[src/rtl/drd_pkg.sv]
package drd_pkg;
  localparam int WORD_W       = 32;
  localparam int DESC_BYTES   = 16;
  localparam int DESC_WORDS   = DESC_BYTES / (WORD_W / 8);
  localparam int RESULT_WORD  = 1;

  localparam logic [7:0] OFF_CTRL    = 8'h00;
  localparam logic [7:0] OFF_STAT    = 8'h04;
  localparam logic [7:0] OFF_RSIZE   = 8'h08;
  localparam logic [7:0] OFF_BASE_LO = 8'h10;
  localparam logic [7:0] OFF_BASE_HI = 8'h14;

  localparam int CTL_RUN_BIT  = 0;
  localparam int CTL_EIE_BIT  = 4;
  localparam int IDX_LSB      = 16;
  localparam int ST_BUSY_BIT  = 0;
  localparam int ST_ERR_BIT   = 4;
  localparam int ST_DONE_BIT  = 5;
  localparam int DC_IRQ_BIT   = 6;
  localparam int DC_HALT_BIT  = 7;
  localparam int RS_OK_BIT    = 0;

  typedef enum logic [1:0] {
    ST_IDLE  = 2'd0,
    ST_FETCH = 2'd1,
    ST_EXEC  = 2'd2,
    ST_WBACK = 2'd3
  } seq_state_e;
endpackage

[src/rtl/drd_regs.sv]
module drd_regs
  import drd_pkg::*;
#(
  parameter int REG_AW = 5,
  parameter int IDX_W  = 8,
  parameter int ADDR_W = 64
) (
  input  logic              clk,
  input  logic              rst_n,
  input  logic              reg_we,
  input  logic [REG_AW-1:0] reg_addr,
  input  logic [31:0]       reg_wdata,
  output logic [31:0]       reg_rdata,
  output logic [ADDR_W-1:0] ring_base,
  output logic [IDX_W-1:0]  ring_last,
  output logic [IDX_W-1:0]  head_idx,
  output logic              run,
  output logic              err_ie,
  output logic              done_flag,
  output logic              err_flag,
  input  logic [IDX_W-1:0]  tail_idx,
  input  logic              busy,
  input  logic              done_evt,
  input  logic              fail_evt,
  input  logic              stop_req
);
  localparam int HI_W = ADDR_W - 32;

  logic              run_q, run_d;
  logic              eie_q, eie_d;
  logic [IDX_W-1:0]  head_q, head_d;
  logic [IDX_W-1:0]  last_q, last_d;
  logic [31:0]       blo_q, blo_d;
  logic [HI_W-1:0]   bhi_q, bhi_d;
  logic              done_q, done_d;
  logic              err_q, err_d;

  logic wr_ctrl, wr_stat, wr_size, wr_blo, wr_bhi;

  assign wr_ctrl = reg_we && (reg_addr == OFF_CTRL[REG_AW-1:0]);
  assign wr_stat = reg_we && (reg_addr == OFF_STAT[REG_AW-1:0]);
  assign wr_size = reg_we && (reg_addr == OFF_RSIZE[REG_AW-1:0]);
  assign wr_blo  = reg_we && (reg_addr == OFF_BASE_LO[REG_AW-1:0]);
  assign wr_bhi  = reg_we && (reg_addr == OFF_BASE_HI[REG_AW-1:0]);

  always_comb begin
    run_d  = run_q;
    eie_d  = eie_q;
    head_d = head_q;
    last_d = last_q;
    blo_d  = blo_q;
    bhi_d  = bhi_q;
    done_d = done_q;
    err_d  = err_q;
    if (wr_ctrl) begin
      run_d  = reg_wdata[CTL_RUN_BIT];
      eie_d  = reg_wdata[CTL_EIE_BIT];
      head_d = reg_wdata[IDX_LSB +: IDX_W];
    end
    if (stop_req) run_d = 1'b0;
    if (wr_size) last_d = reg_wdata[IDX_W-1:0];
    if (wr_blo)  blo_d  = reg_wdata;
    if (wr_bhi)  bhi_d  = reg_wdata[HI_W-1:0];
    if (wr_stat) begin
      if (reg_wdata[ST_DONE_BIT]) done_d = 1'b0;
      if (reg_wdata[ST_ERR_BIT])  err_d  = 1'b0;
    end
    if (done_evt)           done_d = 1'b1;
    if (fail_evt && eie_q)  err_d  = 1'b1;
  end

  always_ff @(posedge clk or negedge rst_n) begin
    if (!rst_n) begin
      run_q  <= 1'b0;
      eie_q  <= 1'b0;
      head_q <= '0;
      last_q <= '0;
      blo_q  <= '0;
      bhi_q  <= '0;
      done_q <= 1'b0;
      err_q  <= 1'b0;
    end else begin
      run_q  <= run_d;
      eie_q  <= eie_d;
      head_q <= head_d;
      last_q <= last_d;
      blo_q  <= blo_d;
      bhi_q  <= bhi_d;
      done_q <= done_d;
      err_q  <= err_d;
    end
  end

  always_comb begin
    reg_rdata = '0;
    case (reg_addr)
      OFF_CTRL[REG_AW-1:0]: begin
        reg_rdata[CTL_RUN_BIT]          = run_q;
        reg_rdata[CTL_EIE_BIT]          = eie_q;
        reg_rdata[IDX_LSB +: IDX_W]     = head_q;
      end
      OFF_STAT[REG_AW-1:0]: begin
        reg_rdata[ST_BUSY_BIT]          = busy;
        reg_rdata[ST_ERR_BIT]           = err_q;
        reg_rdata[ST_DONE_BIT]          = done_q;
        reg_rdata[IDX_LSB +: IDX_W]     = tail_idx;
      end
      OFF_RSIZE[REG_AW-1:0]:   reg_rdata[IDX_W-1:0] = last_q;
      OFF_BASE_LO[REG_AW-1:0]: reg_rdata = blo_q;
      OFF_BASE_HI[REG_AW-1:0]: reg_rdata[HI_W-1:0] = bhi_q;
      default:                 reg_rdata = '0;
    endcase
  end

  assign ring_base = {bhi_q, blo_q};
  assign ring_last = last_q;
  assign head_idx  = head_q;
  assign run       = run_q;
  assign err_ie    = eie_q;
  assign done_flag = done_q;
  assign err_flag  = err_q;
endmodule

[src/rtl/drd_seq.sv]
module drd_seq
  import drd_pkg::*;
#(
  parameter int IDX_W  = 8,
  parameter int ADDR_W = 64
) (
  input  logic              clk,
  input  logic              rst_n,
  input  logic              run,
  input  logic [IDX_W-1:0]  head_idx,
  input  logic [IDX_W-1:0]  ring_last,
  input  logic [ADDR_W-1:0] ring_base,
  output logic              mem_req,
  output logic              mem_we,
  output logic [ADDR_W-1:0] mem_addr,
  output logic [WORD_W-1:0] mem_wdata,
  input  logic              mem_ack,
  input  logic [WORD_W-1:0] mem_rdata,
  output logic              xfer_valid,
  output logic [7:0]        xfer_tgt,
  output logic [7:0]        xfer_wlen,
  output logic [7:0]        xfer_rlen,
  output logic [7:0]        xfer_ctrl,
  output logic [63:0]       xfer_dptr,
  input  logic              xfer_done,
  input  logic [WORD_W-1:0] xfer_result,
  output logic [IDX_W-1:0]  tail_idx,
  output logic              busy,
  output logic              done_evt,
  output logic              fail_evt,
  output logic              stop_req
);
  localparam int WIDX_W   = $clog2(DESC_WORDS);
  localparam int SHIFT    = $clog2(DESC_BYTES);
  localparam int BYTE_SH  = $clog2(WORD_W / 8);

  seq_state_e        state_q, state_d;
  logic [WIDX_W-1:0] widx_q, widx_d;
  logic [IDX_W-1:0]  tail_q, tail_d;
  logic [WORD_W-1:0] res_q;
  logic              cap_en, res_en;
  logic [ADDR_W-1:0] desc_base, word_off;
  logic              failed;

  for (genvar gi = 0; gi < DESC_WORDS; gi++) begin : g_cap
    logic [WORD_W-1:0] w_q;
    always_ff @(posedge clk or negedge rst_n) begin
      if (!rst_n)                                    w_q <= '0;
      else if (cap_en && widx_q == WIDX_W'(gi))      w_q <= mem_rdata;
    end
  end

  assign xfer_tgt  = g_cap[0].w_q[7:0];
  assign xfer_wlen = g_cap[0].w_q[15:8];
  assign xfer_rlen = g_cap[0].w_q[23:16];
  assign xfer_ctrl = g_cap[0].w_q[31:24];
  assign xfer_dptr = {g_cap[3].w_q, g_cap[2].w_q};
  assign failed    = !res_q[RS_OK_BIT];

  always_comb begin
    state_d    = state_q;
    widx_d     = widx_q;
    tail_d     = tail_q;
    cap_en     = 1'b0;
    res_en     = 1'b0;
    mem_req    = 1'b0;
    mem_we     = 1'b0;
    xfer_valid = 1'b0;
    done_evt   = 1'b0;
    fail_evt   = 1'b0;
    stop_req   = 1'b0;
    case (state_q)
      ST_IDLE: begin
        if (run && (tail_q != head_idx)) begin
          state_d = ST_FETCH;
          widx_d  = '0;
        end
      end
      ST_FETCH: begin
        mem_req = 1'b1;
        if (mem_ack) begin
          cap_en = 1'b1;
          if (widx_q == WIDX_W'(DESC_WORDS - 1)) state_d = ST_EXEC;
          else                                   widx_d  = widx_q + 1'b1;
        end
      end
      ST_EXEC: begin
        xfer_valid = 1'b1;
        if (xfer_done) begin
          res_en  = 1'b1;
          state_d = ST_WBACK;
        end
      end
      ST_WBACK: begin
        mem_req = 1'b1;
        mem_we  = 1'b1;
        if (mem_ack) begin
          tail_d   = (tail_q == ring_last) ? '0 : tail_q + 1'b1;
          done_evt = xfer_ctrl[DC_IRQ_BIT];
          fail_evt = failed;
          stop_req = failed && xfer_ctrl[DC_HALT_BIT];
          state_d  = ST_IDLE;
        end
      end
      default: state_d = ST_IDLE;
    endcase
  end

  always_ff @(posedge clk or negedge rst_n) begin
    if (!rst_n) begin
      state_q <= ST_IDLE;
      widx_q  <= '0;
      tail_q  <= '0;
    end else begin
      state_q <= state_d;
      widx_q  <= widx_d;
      tail_q  <= tail_d;
    end
  end

  always_ff @(posedge clk or negedge rst_n) begin
    if (!rst_n)      res_q <= '0;
    else if (res_en) res_q <= xfer_result;
  end

  assign desc_base = ring_base + (ADDR_W'(tail_q) << SHIFT);
  assign word_off  = (state_q == ST_WBACK) ? (ADDR_W'(RESULT_WORD) << BYTE_SH)
                                           : (ADDR_W'(widx_q) << BYTE_SH);
  assign mem_addr  = desc_base + word_off;
  assign mem_wdata = res_q;
  assign tail_idx  = tail_q;
  assign busy      = (state_q != ST_IDLE);
endmodule

[src/rtl/drd_ring_ctrl.sv]
module drd_ring_ctrl
  import drd_pkg::*;
#(
  parameter int REG_AW = 5,
  parameter int IDX_W  = 8,
  parameter int ADDR_W = 64
) (
  input  logic              clk,
  input  logic              rst_n,
  input  logic              reg_we,
  input  logic [REG_AW-1:0] reg_addr,
  input  logic [31:0]       reg_wdata,
  output logic [31:0]       reg_rdata,
  output logic              mem_req,
  output logic              mem_we,
  output logic [ADDR_W-1:0] mem_addr,
  output logic [31:0]       mem_wdata,
  input  logic              mem_ack,
  input  logic [31:0]       mem_rdata,
  output logic              xfer_valid,
  output logic [7:0]        xfer_tgt,
  output logic [7:0]        xfer_wlen,
  output logic [7:0]        xfer_rlen,
  output logic [7:0]        xfer_ctrl,
  output logic [63:0]       xfer_dptr,
  input  logic              xfer_done,
  input  logic [7:0]        xfer_status,
  input  logic [7:0]        xfer_retry,
  input  logic [7:0]        xfer_rxcnt,
  input  logic [7:0]        xfer_txcnt,
  output logic              irq
);
  logic [1:0]        rst_sync_q;
  logic              rst_sync_n;
  logic [ADDR_W-1:0] ring_base;
  logic [IDX_W-1:0]  ring_last, head_idx, tail_idx;
  logic              run, err_ie, done_flag, err_flag, busy;
  logic              done_evt, fail_evt, stop_req;
  logic [31:0]       xfer_result;

  always_ff @(posedge clk or negedge rst_n) begin
    if (!rst_n) rst_sync_q <= 2'b00;
    else        rst_sync_q <= {rst_sync_q[0], 1'b1};
  end
  assign rst_sync_n  = rst_sync_q[1];
  assign xfer_result = {xfer_txcnt, xfer_rxcnt, xfer_retry, xfer_status};

  drd_regs #(.REG_AW(REG_AW), .IDX_W(IDX_W), .ADDR_W(ADDR_W)) u_regs (
    .clk(clk), .rst_n(rst_sync_n),
    .reg_we(reg_we), .reg_addr(reg_addr), .reg_wdata(reg_wdata), .reg_rdata(reg_rdata),
    .ring_base(ring_base), .ring_last(ring_last), .head_idx(head_idx),
    .run(run), .err_ie(err_ie), .done_flag(done_flag), .err_flag(err_flag),
    .tail_idx(tail_idx), .busy(busy),
    .done_evt(done_evt), .fail_evt(fail_evt), .stop_req(stop_req)
  );

  drd_seq #(.IDX_W(IDX_W), .ADDR_W(ADDR_W)) u_seq (
    .clk(clk), .rst_n(rst_sync_n),
    .run(run), .head_idx(head_idx), .ring_last(ring_last), .ring_base(ring_base),
    .mem_req(mem_req), .mem_we(mem_we), .mem_addr(mem_addr), .mem_wdata(mem_wdata),
    .mem_ack(mem_ack), .mem_rdata(mem_rdata),
    .xfer_valid(xfer_valid), .xfer_tgt(xfer_tgt), .xfer_wlen(xfer_wlen),
    .xfer_rlen(xfer_rlen), .xfer_ctrl(xfer_ctrl), .xfer_dptr(xfer_dptr),
    .xfer_done(xfer_done), .xfer_result(xfer_result),
    .tail_idx(tail_idx), .busy(busy),
    .done_evt(done_evt), .fail_evt(fail_evt), .stop_req(stop_req)
  );

  assign irq = done_flag | err_flag;
endmodule

[config.mk]
export PLATFORM = sky130hd
export DESIGN_NAME = drd_ring_ctrl
export DESIGN_NICKNAME = d
export VERILOG_FILES = /design/src/rtl/drd_pkg.sv /design/src/rtl/drd_regs.sv /design/src/rtl/drd_seq.sv /design/src/rtl/drd_ring_ctrl.sv
export SDC_FILE = /design/constraint.sdc
export NUM_CORES = 1
export LEC_CHECK = 0
export ABC_CLOCK_PERIOD_IN_PS = 9650
export BUFFER_PORTS_ARGS = -buffer_cell sky130_fd_sc_hd__buf_4
export CORE_MARGIN = 10
export CORE_UTILIZATION = 52
export DETAILED_ROUTE_END_ITERATION = 12
export GPL_TIMING_DRIVEN = 0
export HOLD_SLACK_MARGIN = 0.05
export PLACE_DENSITY = 0.8
export SYNTH_ARGS = -nofsm -noshare
export SYNTH_HDL_FRONTEND = slang
export SYNTH_SLANG_ARGS = --single-unit
[constraint.sdc]
create_clock -name clk -period 9.65 [get_ports clk]
set_input_delay 0 -clock clk [delete_from_list [all_inputs] [get_ports clk]]
set_output_delay 0 -clock clk [all_outputs]
set_load 0.005 [all_outputs]
# == After elaboration in Yosys (flattened, before gate mapping) ==
# Cells that the tools add are included.
# totals
latch_bits,0
romBits,0
out_inout_bits,228
wordCells,107
memories,0
register_bits,226
ramBits,0
input_bits,106
# classes
n_shift,0
div,0
n_mux,41
add_sub_neg,4
n_eq_ne,17
multipliers,0
bitwise,1
reduce_logical,28
order_cmp,0
# ops
op,n
adder 64 x 12 -> 64 bit,1
adder 64 bit,1
case mux 8 bit (2 select lines),2
case mux 8 bit (4 select lines),1
2-to-1 mux 1 bit,21
2-to-1 mux 2 bit,8
nonzero test 2 bit,7
logical AND 1 bit,11
"== test 5 bit, second input constant",2
case mux 1 bit (5 select lines),2
case mux 3 bit (3 select lines),1
"adder 8 x 1 -> 8 bit, second input constant",1
"== test 2 bit, second input constant",4
== test 8 bit,1
2-to-1 mux 8 bit,1
"!= test 2 bit, second input constant",4
!= test 8 bit,1
case mux 2 bit (4 select lines),1
case mux 2 bit (3 select lines),1
AND reduction 2 bit,3
"== test 5 x 3 -> 1 bit, second input constant",1
"== test 5 x 4 -> 1 bit, second input constant",1
logical NOT 5 bit,1
AND reduction 5 bit,1
other kinds (11),13

# == Longest topological paths before layout ==
# Gate-level depths: netlist of run 1.
# logic_depth
depth_word,6
ltp_mapped,10

# == Modules after synthesis ==
# From an unflattened synthesis of run 1, not the netlist that was laid out.
# hier_totals
cells_unflattened,874
area_unflattened_um2,10988.0
# by_module_without_submodules
module,instances,cells_per_inst,area_each_um2
drd_seq,1,596,7106.8
drd_regs,1,274,3821.2
drd_ring_ctrl,1,4,60.1

# == Least setup slack after synthesis of run 1 ==
# No wires, ideal clock.
# synth_timing
path_kind,register to output
from,register u_seq.state_q[0]
to,output port mem_addr[36]
path_stages_with_launch,11
t_arrival_ps,3091
path_slack_ps,6559
n_path_buf,1
required_time_ps,9650
cell_sequence,dfrtp_1 > ha_1 > or2_2 > ha_1 > fa_1 > a211oi_1 > o21bai_1 > a211oi_1 > clkbuf_1 > nor3_1 > xnor2_1
# synth_between
elab_chain_cells,3
# synth_rtl
element,line_no,text
"start, declared",drd_seq.sv:37,"seq_state_e state_q, state_d;"
"start signal, assigned",drd_seq.sv:115,state_q <= state_d;
== test 2 bit,drd_seq.sv:127,assign word_off = (state_q == ST_WBACK) ? (ADDR_W'(RESULT_WORD) << BYTE_SH)
2-to-1 mux 4 bit,drd_seq.sv:127,
adder 64 bit,drd_seq.sv:129,assign mem_addr = desc_base + word_off;
"end, declared",drd_ring_ctrl.sv:16,"output logic [ADDR_W-1:0] mem_addr,"
# Every way passes these cells.

# == Worst setup path in the final report of run 1 ==
# Same ends and word-level chain as after synthesis.

==> flow_metrics.env, run 1 <==
export IMPL_ios=334
export IMPL_clk_latency_ns=0.54
export IMPL_vias_per_cell=5.76
export IMPL_die_w_um=166
export IMPL_multi_input_area_um2=5220
export IMPL_setup_viol=0
export IMPL_slowest_delay_ns=1.04
export IMPL_power_per_cell_area_nw_per_um2=254
export IMPL_hold_path_depth=5
export IMPL_cts_tree="done"
export IMPL_start_kind="flip-flop"
export IMPL_status="finished clean"
export IMPL_drive_above_1_share_pct=45.0
export IMPL_grt_pass1_vias=10300
export IMPL_crit_arrival_ns=4.86
export IMPL_h_tree_depth=1
export IMPL_critPathTopFamily="compound AO/OA/AOI/OAI gates"
export IMPL_ys_seq_elements=226
export IMPL_wl_mm=39.4
export IMPL_r2r_worst_path_cells=6
export IMPL_finClkSkew_ns=0.0165
export IMPL_fp_coreArea_um2=21000
export IMPL_synth_nets=1008
export IMPL_std_cell_rows=53
export IMPL_clockBufferDepth=3
export IMPL_cts_buffers=25
export IMPL_peakVddDrop_v=0.000226
export IMPL_grt_use_total_pct=27.1
export IMPL_antenna_found_initial=4
export IMPL_start_util_pct=53.0
export IMPL_yosysTopAreaCell="dfrtp_1"
export IMPL_crit_buf_inv=2
export IMPL_worst_pin_slew_ns=1.24
export IMPL_p_leak_nw=7.69
export IMPL_required_ns=9.65
export IMPL_cp_max_fo=10
export IMPL_utilization_pct=76.2
export IMPL_nNetsFinal=1472
export IMPL_drt_iter0_markers=862
export IMPL_fin_crit_sh_pct=50.4
export IMPL_synthCells=883
export IMPL_seq_area_frac_synth_pct=50.7
export IMPL_vias=9471
export IMPL_synth_cell_type_count=54
export IMPL_tns_ns=0
export IMPL_max_slew_margin_pct=17.0
export IMPL_fillCellCount=1324
export IMPL_path_clk_slew_ns=0.06
export IMPL_max_freq_ghz=0.206
export IMPL_remaining_drc_errors=0
export IMPL_drtPass1Iterations=8
export IMPL_gp_congestion=0.935
export IMPL_grt_max_degree=70
export IMPL_syn_area_per_cell_um2=12.6
export IMPL_period_needed_ns=4.86
export IMPL_grt_pass1_wl_mm=60.6
export IMPL_clkSinkCount=226
export IMPL_fp_dieH_um=166
export IMPL_crit_slowest_cell="a211oi_1"
export IMPL_ys_warn_count=0
export IMPL_slew_viol_final=0
export IMPL_synth_enable_flop_cells=0
export IMPL_seqCellArea_um2=5660
export IMPL_rsz0062_at_grt="no"
export IMPL_path_class="reg2out"
export IMPL_die_area_um2=27700
export IMPL_synth_async_sr_flop_share_pct=100
export IMPL_cts_root_buf="clkbuf_16"
export IMPL_synth_top_cell_area_share_pct=50.7
export IMPL_area_growth_pct=43.7
export IMPL_cts_resized=0
export IMPL_cp_depth=11
export IMPL_wl_per_cell_um=24.0
export IMPL_hp_class="in2reg"
export IMPL_synth_area_um2=11100
export IMPL_cap_viol_max_count=0
export IMPL_synth_area_top_cells="dfrtp_1 (51%), mux2_2 (21%), xor2_1 (3.5%)"
export IMPL_path_cells="ha_1, or2_2, ha_1, fa_1, a211oi_1, o21bai_1, a211oi_1, clkbuf_1, nor3_1, xnor2_1, buf_4"
export IMPL_ant_nets=0
export IMPL_dpl_hpwl_mm=27.7
export IMPL_hold_viol=0
export IMPL_endpoint_kind="primary output"
export IMPL_numPortBuffers=331
export IMPL_synth_top_flop_cell="dfrtp_1"
export IMPL_gr_total_overflow=0
==> worst min-delay path: cells and delay by family <==
| kind | cells | cell delay, ns |
|---|---|---|
| compound gates | 1 | 0.12 |
| buf+inv | 1 | 0.10 |
| simple gates | 3 | 0.38 |
==> per-stage QoR <==
| step | total power [mW] | hold WS (ns) | setup slack (ns) | cells | cell area, um2 |
|---|---|---|---|---|---|
| finish | 4.07 | 0.0917 | 4.79 | 1644 | 16000 |
| global route | 4.27 | 0.142 | 4.50 | 1644 | 16000 |
| CTS | 4.04 | 0.0801 | 4.81 | 1640 | 16000 |
| detailed placement | 2.94 | -0.213 | 5.41 | 1492 | 14100 |
| global placement | 2.89 | -0.217 | 0.283 | 1489 | 14000 |
| floorplan | 2.12 | -0.296 | 2.89 | 883 | 11100 |
==> final cells by class <==
cell class                      instances  share of cell area [%]
Sequential cell                       226                    35.3
Clock buffer                           39                    4.80
Multi-Input combinational cell        589                    32.6
Tap cell                              275                    2.15
Clock inverter                          6                   0.906
Buffer                                 45                    1.12
Antenna cell                            4                  0.0625
Inverter                               23                   0.539
Timing Repair Buffer                  437                    22.5
==> final timing paths <==
check	from	end	slack (ns)
worst min register to register	rst_sync_q[0]	rst_sync_q[1]	0.36
worst max register to register	u_seq.state_q[1]	u_seq.g_cap[0].w_q[21]	7.36
min in group asynchronous	rst_n	rst_sync_q[1]	0.35
worst max-delay path	u_seq.state_q[0]	mem_addr[36]	4.79
worst min-delay path	reg_addr[3]	u_regs.done_flag	0.09
max in group asynchronous	rst_sync_q[1]	u_seq.widx_q[0]	8.15
==> registers in the layout, indices dropped and copies added (netlist names) <==
| name | flops |
|---|---|
| u_regs.blo_q | 32 |
| u_regs.bhi_q | 32 |
| rst_sync_q | 2 |
| u_seq.state_q | 2 |
| u_seq.tail_idx | 8 |
| u_regs.head_idx | 8 |
| u_regs.ring_last | 8 |
| u_seq.widx_q | 2 |
| u_regs.run | 1 |
| u_regs.done_flag | 1 |
| u_regs.err_ie | 1 |
| u_seq.g_cap.w_q | 96 |
| u_regs.err_flag | 1 |
| u_seq.mem_wdata | 32 |
==> power breakdown <==
| part | internal (mW) | total, mW | switching [mW] |
|---|---|---|---|
| clock network | 0.654 | 1.05 | 0.396 |
| registers | 1.28 | 1.58 | 0.293 |
| logic | 0.857 | 1.45 | 0.588 |
| total | 2.79 | 4.07 | 1.28 |
==> cells in the mapped netlist (2+ instances only) <==
| library cell | count |
|---|---|
| a211oi_1 | 10 |
| xor2_1 | 45 |
| o21ai_0 | 8 |
| a222oi_1 | 8 |
| or3_1 | 3 |
| inv_1 | 23 |
| or2_2 | 4 |
| mux2_2 | 211 |
| xnor2_1 | 33 |
| a22o_1 | 19 |
| mux4_2 | 8 |
| buf_4 | 2 |
| nor3b_1 | 2 |
| buf_1 | 15 |
| nand3_1 | 29 |
| nor3_1 | 14 |
| and3_1 | 10 |
| and2_1 | 8 |
| nor2_1 | 23 |
| a21oi_1 | 13 |
| a221oi_1 | 2 |
| o21bai_1 | 4 |
| dfrtp_1 | 226 |
| a2111oi_2 | 7 |
| nor2b_1 | 5 |
| nand4_1 | 18 |
| nor4b_1 | 2 |
| nand2_1 | 36 |
| clkbuf_1 | 26 |
| a2111oi_0 | 10 |
| ha_1 | 18 |
| nor4_1 | 14 |
| a21o_1 | 3 |
| mux2i_1 | 3 |
| a22oi_1 | 2 |
==> layer usage <==
layer / up-vias / share of wire [%] / routed length [um] / track usage (%)
met3: 96 / 10 / 3920 / 9.54
met1: 4755 / 36 / 14200 / 30.3
li1: 4180 / - / - / -
met5: - / 0 / 0 / 0
met4: 0 / 3.6 / 1430 / 9.62
met2: 440 / 50 / 19900 / 46.7
==> kinds of logic (layout without fill, tap and decap cells) <==
family / Yosys count / after routing / synth area share, %
adder cells (fa/ha/maj): 19 / 19 / 2.20
AND/OR/NAND/NOR: 176 / 176 / 8.48
XOR/XNOR: 78 / 78 / 6.13
flip-flops: 226 / 226 / 50.7
other: 1 / 5 / 0.0336
buffers and inverters: 68 / 550 / 2.38
AO/OA/AOI/OAI: 93 / 93 / 6.83
multiplexers: 222 / 222 / 23.2
==> cell usage in the layout, fill, tap and decap left out, types with 7 or more instances in the layout <==
cell type	Yosys	routed
a22o_1	19	19
inv_1	23	23
buf_4	2	333
nand4_1	18	18
nor3_1	14	14
o21ai_0	8	8
a2111oi_0	10	10
mux2_2	211	211
ha_1	18	18
nor4_1	14	14
clkbuf_1	26	31
nor2_1	23	23
clkbuf_8	0	9
a222oi_1	8	8
a211oi_1	10	10
a21oi_1	13	13
buf_1	15	15
and3_1	10	10
mux4_2	8	8
clkbuf_16	0	25
nand2_1	36	36
xor2_1	45	45
dfrtp_1	226	225
nand3_1	29	29
a2111oi_2	7	7
and2_1	8	8
dlygate4sd3_1	0	103
xnor2_1	33	33
==> what timing repair did <==
item | in CTS | in global routing
setup buffers | 0 | 0
endpoints found under the hold margin | 216 | 0
hold buffers | 103 | 0
(Power assumes the default switching activity.)
==> run 2, diff against run 1 <==
Settings changed: ABC_AREA set to 1, ABC_CLOCK_PERIOD_IN_PS 9650 to 4400, CORE_UTILIZATION 52 to 48, PLACE_DENSITY 0.8 to 0.77.
Clock period 9.65 ns to 4.4 ns, I/O delays scaled along.
==> run 2 against run 1 <==
  * Register-to-register slack worse by 5.0 ns
  * Clock-buffer cell count decreased by 5
  * Final cell count increased by 42%
  * Clock power increased by 110%
  * Routed wire length is 24% higher
  * Critical path depth grew 2
  * Critical endpoint is now mem_addr[18]
  * Highest routed layer unchanged
==> flow_metrics.env, run 2 <==
export IMPL_status="finished clean"
export IMPL_slowest_delay_ns=0.51
export IMPL_hp_class="in2reg"
export IMPL_grt_pass1_vias=12800
export IMPL_met2_usage_pct=50.2
export IMPL_grt_util_met1_pct=36.1
export IMPL_switching_power_mw=3.28
export IMPL_cap_viol_max_count=0
export IMPL_antenna_found_initial=2
export IMPL_r2r_worst_path_cells=5
export IMPL_gr_total_overflow=0
export IMPL_p_int_mw=5.66
export IMPL_power_per_cell_area_nw_per_um2=531
export IMPL_yosysTopAreaCell="dfrtp_1"
export IMPL_multi_input_area_um2=5380
export IMPL_seqCellArea_um2=5660
export IMPL_synth_nets=1647
export IMPL_cts_buffers=23
export IMPL_clockBufferDepth=3
export IMPL_nNetsFinal=2112
export IMPL_critPathTopFamily="adder cells"
export IMPL_instances_no_fill=2330
export IMPL_grt_pass1_wl_mm=74.3
export IMPL_utilization_pct=69.0
export IMPL_path_class="reg2out"
export IMPL_setup_viol=0
export IMPL_drtPass1Iterations=7
export IMPL_dpl_cell_count=2181
export IMPL_crit_arrival_ns=3.48
export IMPL_setup_ws_ns=0.922
export IMPL_hold_viol=0
export IMPL_final_common_cell="nand2_1"
export IMPL_ios=334
export IMPL_layout_common_cells="nand2_1 (495), buf_4 (334), dfrtp_1 (225)"
export IMPL_finClkSkew_ns=0.0203
export IMPL_start_kind="flip-flop"
export IMPL_synth_async_sr_flop_share_pct=100
export IMPL_peakVddDrop_v=0.000371
export IMPL_largest_register="u_seq.g_cap.w_q"
export IMPL_clk_latency_ns=0.53
export IMPL_largest_reg_flops=96
export IMPL_crit_slowest_cell="fa_1"
export IMPL_dpl_hpwl_mm=37.1
export IMPL_area_growth_pct=40.8
export IMPL_min_from="reg_we"
export IMPL_max_freq_ghz=0.287
export IMPL_worst_hold_path_endpoint="u_regs.run"
export IMPL_synth_top_flop_cell="dfrtp_1"
export IMPL_grt_use_total_pct=30.0
export IMPL_numPortBuffers=332
export IMPL_reg2reg_setup_slack_ns=2.39
export IMPL_h_tree_depth=1
export IMPL_hold_path_depth=3
export IMPL_die_w_um=178
export IMPL_required_ns=4.40
export IMPL_die_area_um2=31600
export IMPL_p_leak_nw=8.58
export IMPL_wl_per_cell_um=20.9
export IMPL_period_needed_ns=3.48
export IMPL_synth_common_cells="nand2_1 (495), dfrtp_1 (226), inv_1 (175), o21ai_0 (165), nor2_1 (81)"
export IMPL_synth_top_cell_area_share_pct=47.3
export IMPL_remaining_drc_errors=0
export IMPL_tns_ns=0
export IMPL_synth_area_um2=11900
export IMPL_fp_dieH_um=178
export IMPL_wl_mm=48.8
export IMPL_path_cells="ha_1, inv_1, nand2_1, ha_1, fa_1, nand3_1, nand3_1, nand2_1, nand3_2, nand3_1, nand2_1, xor2_1, buf_4"
export IMPL_start_util_pct=49.0
export IMPL_drt_iter0_markers=1080
export IMPL_holdWs_ns=0.0617
export IMPL_synth_most_common_cell="nand2_1"
export IMPL_endpoint_kind="primary output"
export IMPL_clkSinkCount=226
export IMPL_grt_max_degree=72
export IMPL_vias=12600
export IMPL_swShare_pct=36.7
export IMPL_syn_area_per_cell_um2=7.85
export IMPL_crit_buf_inv=2
export IMPL_synthCells=1522
export IMPL_gp_congestion=1.01
export IMPL_seq_area_frac_synth_pct=47.3
export IMPL_ant_nets=0
export IMPL_synth_enable_flop_cells=0
export IMPL_fin_crit_sh_pct=79.1
export IMPL_cp_max_fo=5
export IMPL_dpl_cell_area_um2=14900
export IMPL_rsz0062_at_grt="no"
export IMPL_vias_per_cell=5.43
export IMPL_synth_area_top_cells="dfrtp_1 (47%), nand2_1 (16%), o21ai_0 (6.9%)"
export IMPL_std_cell_rows=57
export IMPL_slew_viol_final=0
export IMPL_fin_total_pwr_mw=8.93
export IMPL_cts_tree="done"
export IMPL_r2r_end="u_seq.mem_wdata[31]"
export IMPL_reg2reg_from="u_seq.state_q[0]"
export IMPL_max_slew_margin_pct=48.5
export IMPL_cts_root_buf="clkbuf_16"
export IMPL_ys_seq_elements=226
export IMPL_fp_coreArea_um2=24400
export IMPL_path_clk_slew_ns=0.06
export IMPL_fillCellCount=1923
export IMPL_power_frac_comb_pct=37.8
export IMPL_grt_busiest_layer="met2"
export IMPL_drive_above_1_share_pct=23.5
export IMPL_worst_pin_slew_ns=0.772
export IMPL_synth_cell_type_count=41
export IMPL_p_seq_share_pct=38.0
export IMPL_ys_warn_count=0
export IMPL_design_area_um2=16800
export IMPL_use_met3_pct=8.14
export IMPL_dp_slack_ns=1.49
export IMPL_power_frac_clock_pct=24.3
-- run 2: cell types whose count changed in the layout (fill, tap and decap cells not counted), sizes merged, moves of 38 or more --
cell and change:
nor2 +70, nand2 +470, o21ai +196, mux2 -180
nand3 +38, inv +157
-- run 2: layer usage --
layer,share of wire [%],vias to the layer above
met5,0,-
met2,48,686
li1,-,5819
met1,38,6037
met4,3.9,0
met3,11,104
-- run 2: worst reg2reg max path, stage by stage (launching register included) --
cell and delay, ns:
dfrtp_1 0.41, inv_1 0.09, ha_1 0.24, nand2_1 0.22, mux2_2 0.37, dlygate4sd3_1 0.58
-- run 2: layout make-up --
class | instances | share of cell area [%]
diodes | 2 | 0.0297
plain buffers | 49 | 1.33
clock buffers | 34 | 4.02
clock inverters | 8 | 0.959
inverters | 182 | 4.07
multi-input cells | 1065 | 32.0
flip-flops and latches | 226 | 33.6
well taps | 324 | 2.41
repair buffers | 440 | 21.6
-- run 2: worst max-delay path by stage --
stage | startpoint | endpoint | slack (ns) | depth (start not counted)
floorplan | rst_sync_q[1] | u_regs.bhi_q[0] | 0.68 | 0
global placement | rst_sync_q[1] | u_regs.blo_q[7] | -0.60 | 0
detailed placement | u_seq.state_q[0] | mem_addr[18] | 1.49 | 13
CTS | u_seq.state_q[0] | mem_addr[18] | 0.94 | 13
global route | u_seq.state_q[0] | mem_addr[18] | 0.76 | 13
finish | u_seq.state_q[0] | mem_addr[18] | 0.92 | 13
-- run 2: kinds of logic (layout without fill, tap and decap cells) --
| kind of cell | after synthesis | after routing | synth area share, % |
|---|---|---|---|
| other | 1 | 3 | 0.0314 |
| AO/OA/AOI/OAI | 235 | 235 | 10.4 |
| XOR/XNOR | 45 | 45 | 3.30 |
| buffers and inverters | 231 | 713 | 7.60 |
| adder cells (fa/ha/maj) | 19 | 19 | 2.05 |
| multiplexers | 31 | 31 | 2.92 |
| AND/OR/NAND/NOR | 734 | 734 | 26.3 |
| flip-flops | 226 | 226 | 47.3 |
-- run 2: power by group through the flow --
| stage | combinational, mW | sequential (mW) | clock [mW] |
|---|---|---|---|
| after floorplan | 1.45 | 3.22 | 0 |
| after global placement | 3.11 | 3.38 | 0 |
| after detailed placement | 3.23 | 3.36 | 0 |
| after CTS | 3.34 | 3.35 | 2.18 |
| after global routing | 3.70 | 3.44 | 2.27 |
| final | 3.37 | 3.39 | 2.17 |
-- run 2: timing repair --
action | in CTS | in global routing
resized for setup | 0 | 0
setup buffers | 0 | 0
hold buffers | 105 | 0
hold endpoints to repair | 221 | 0
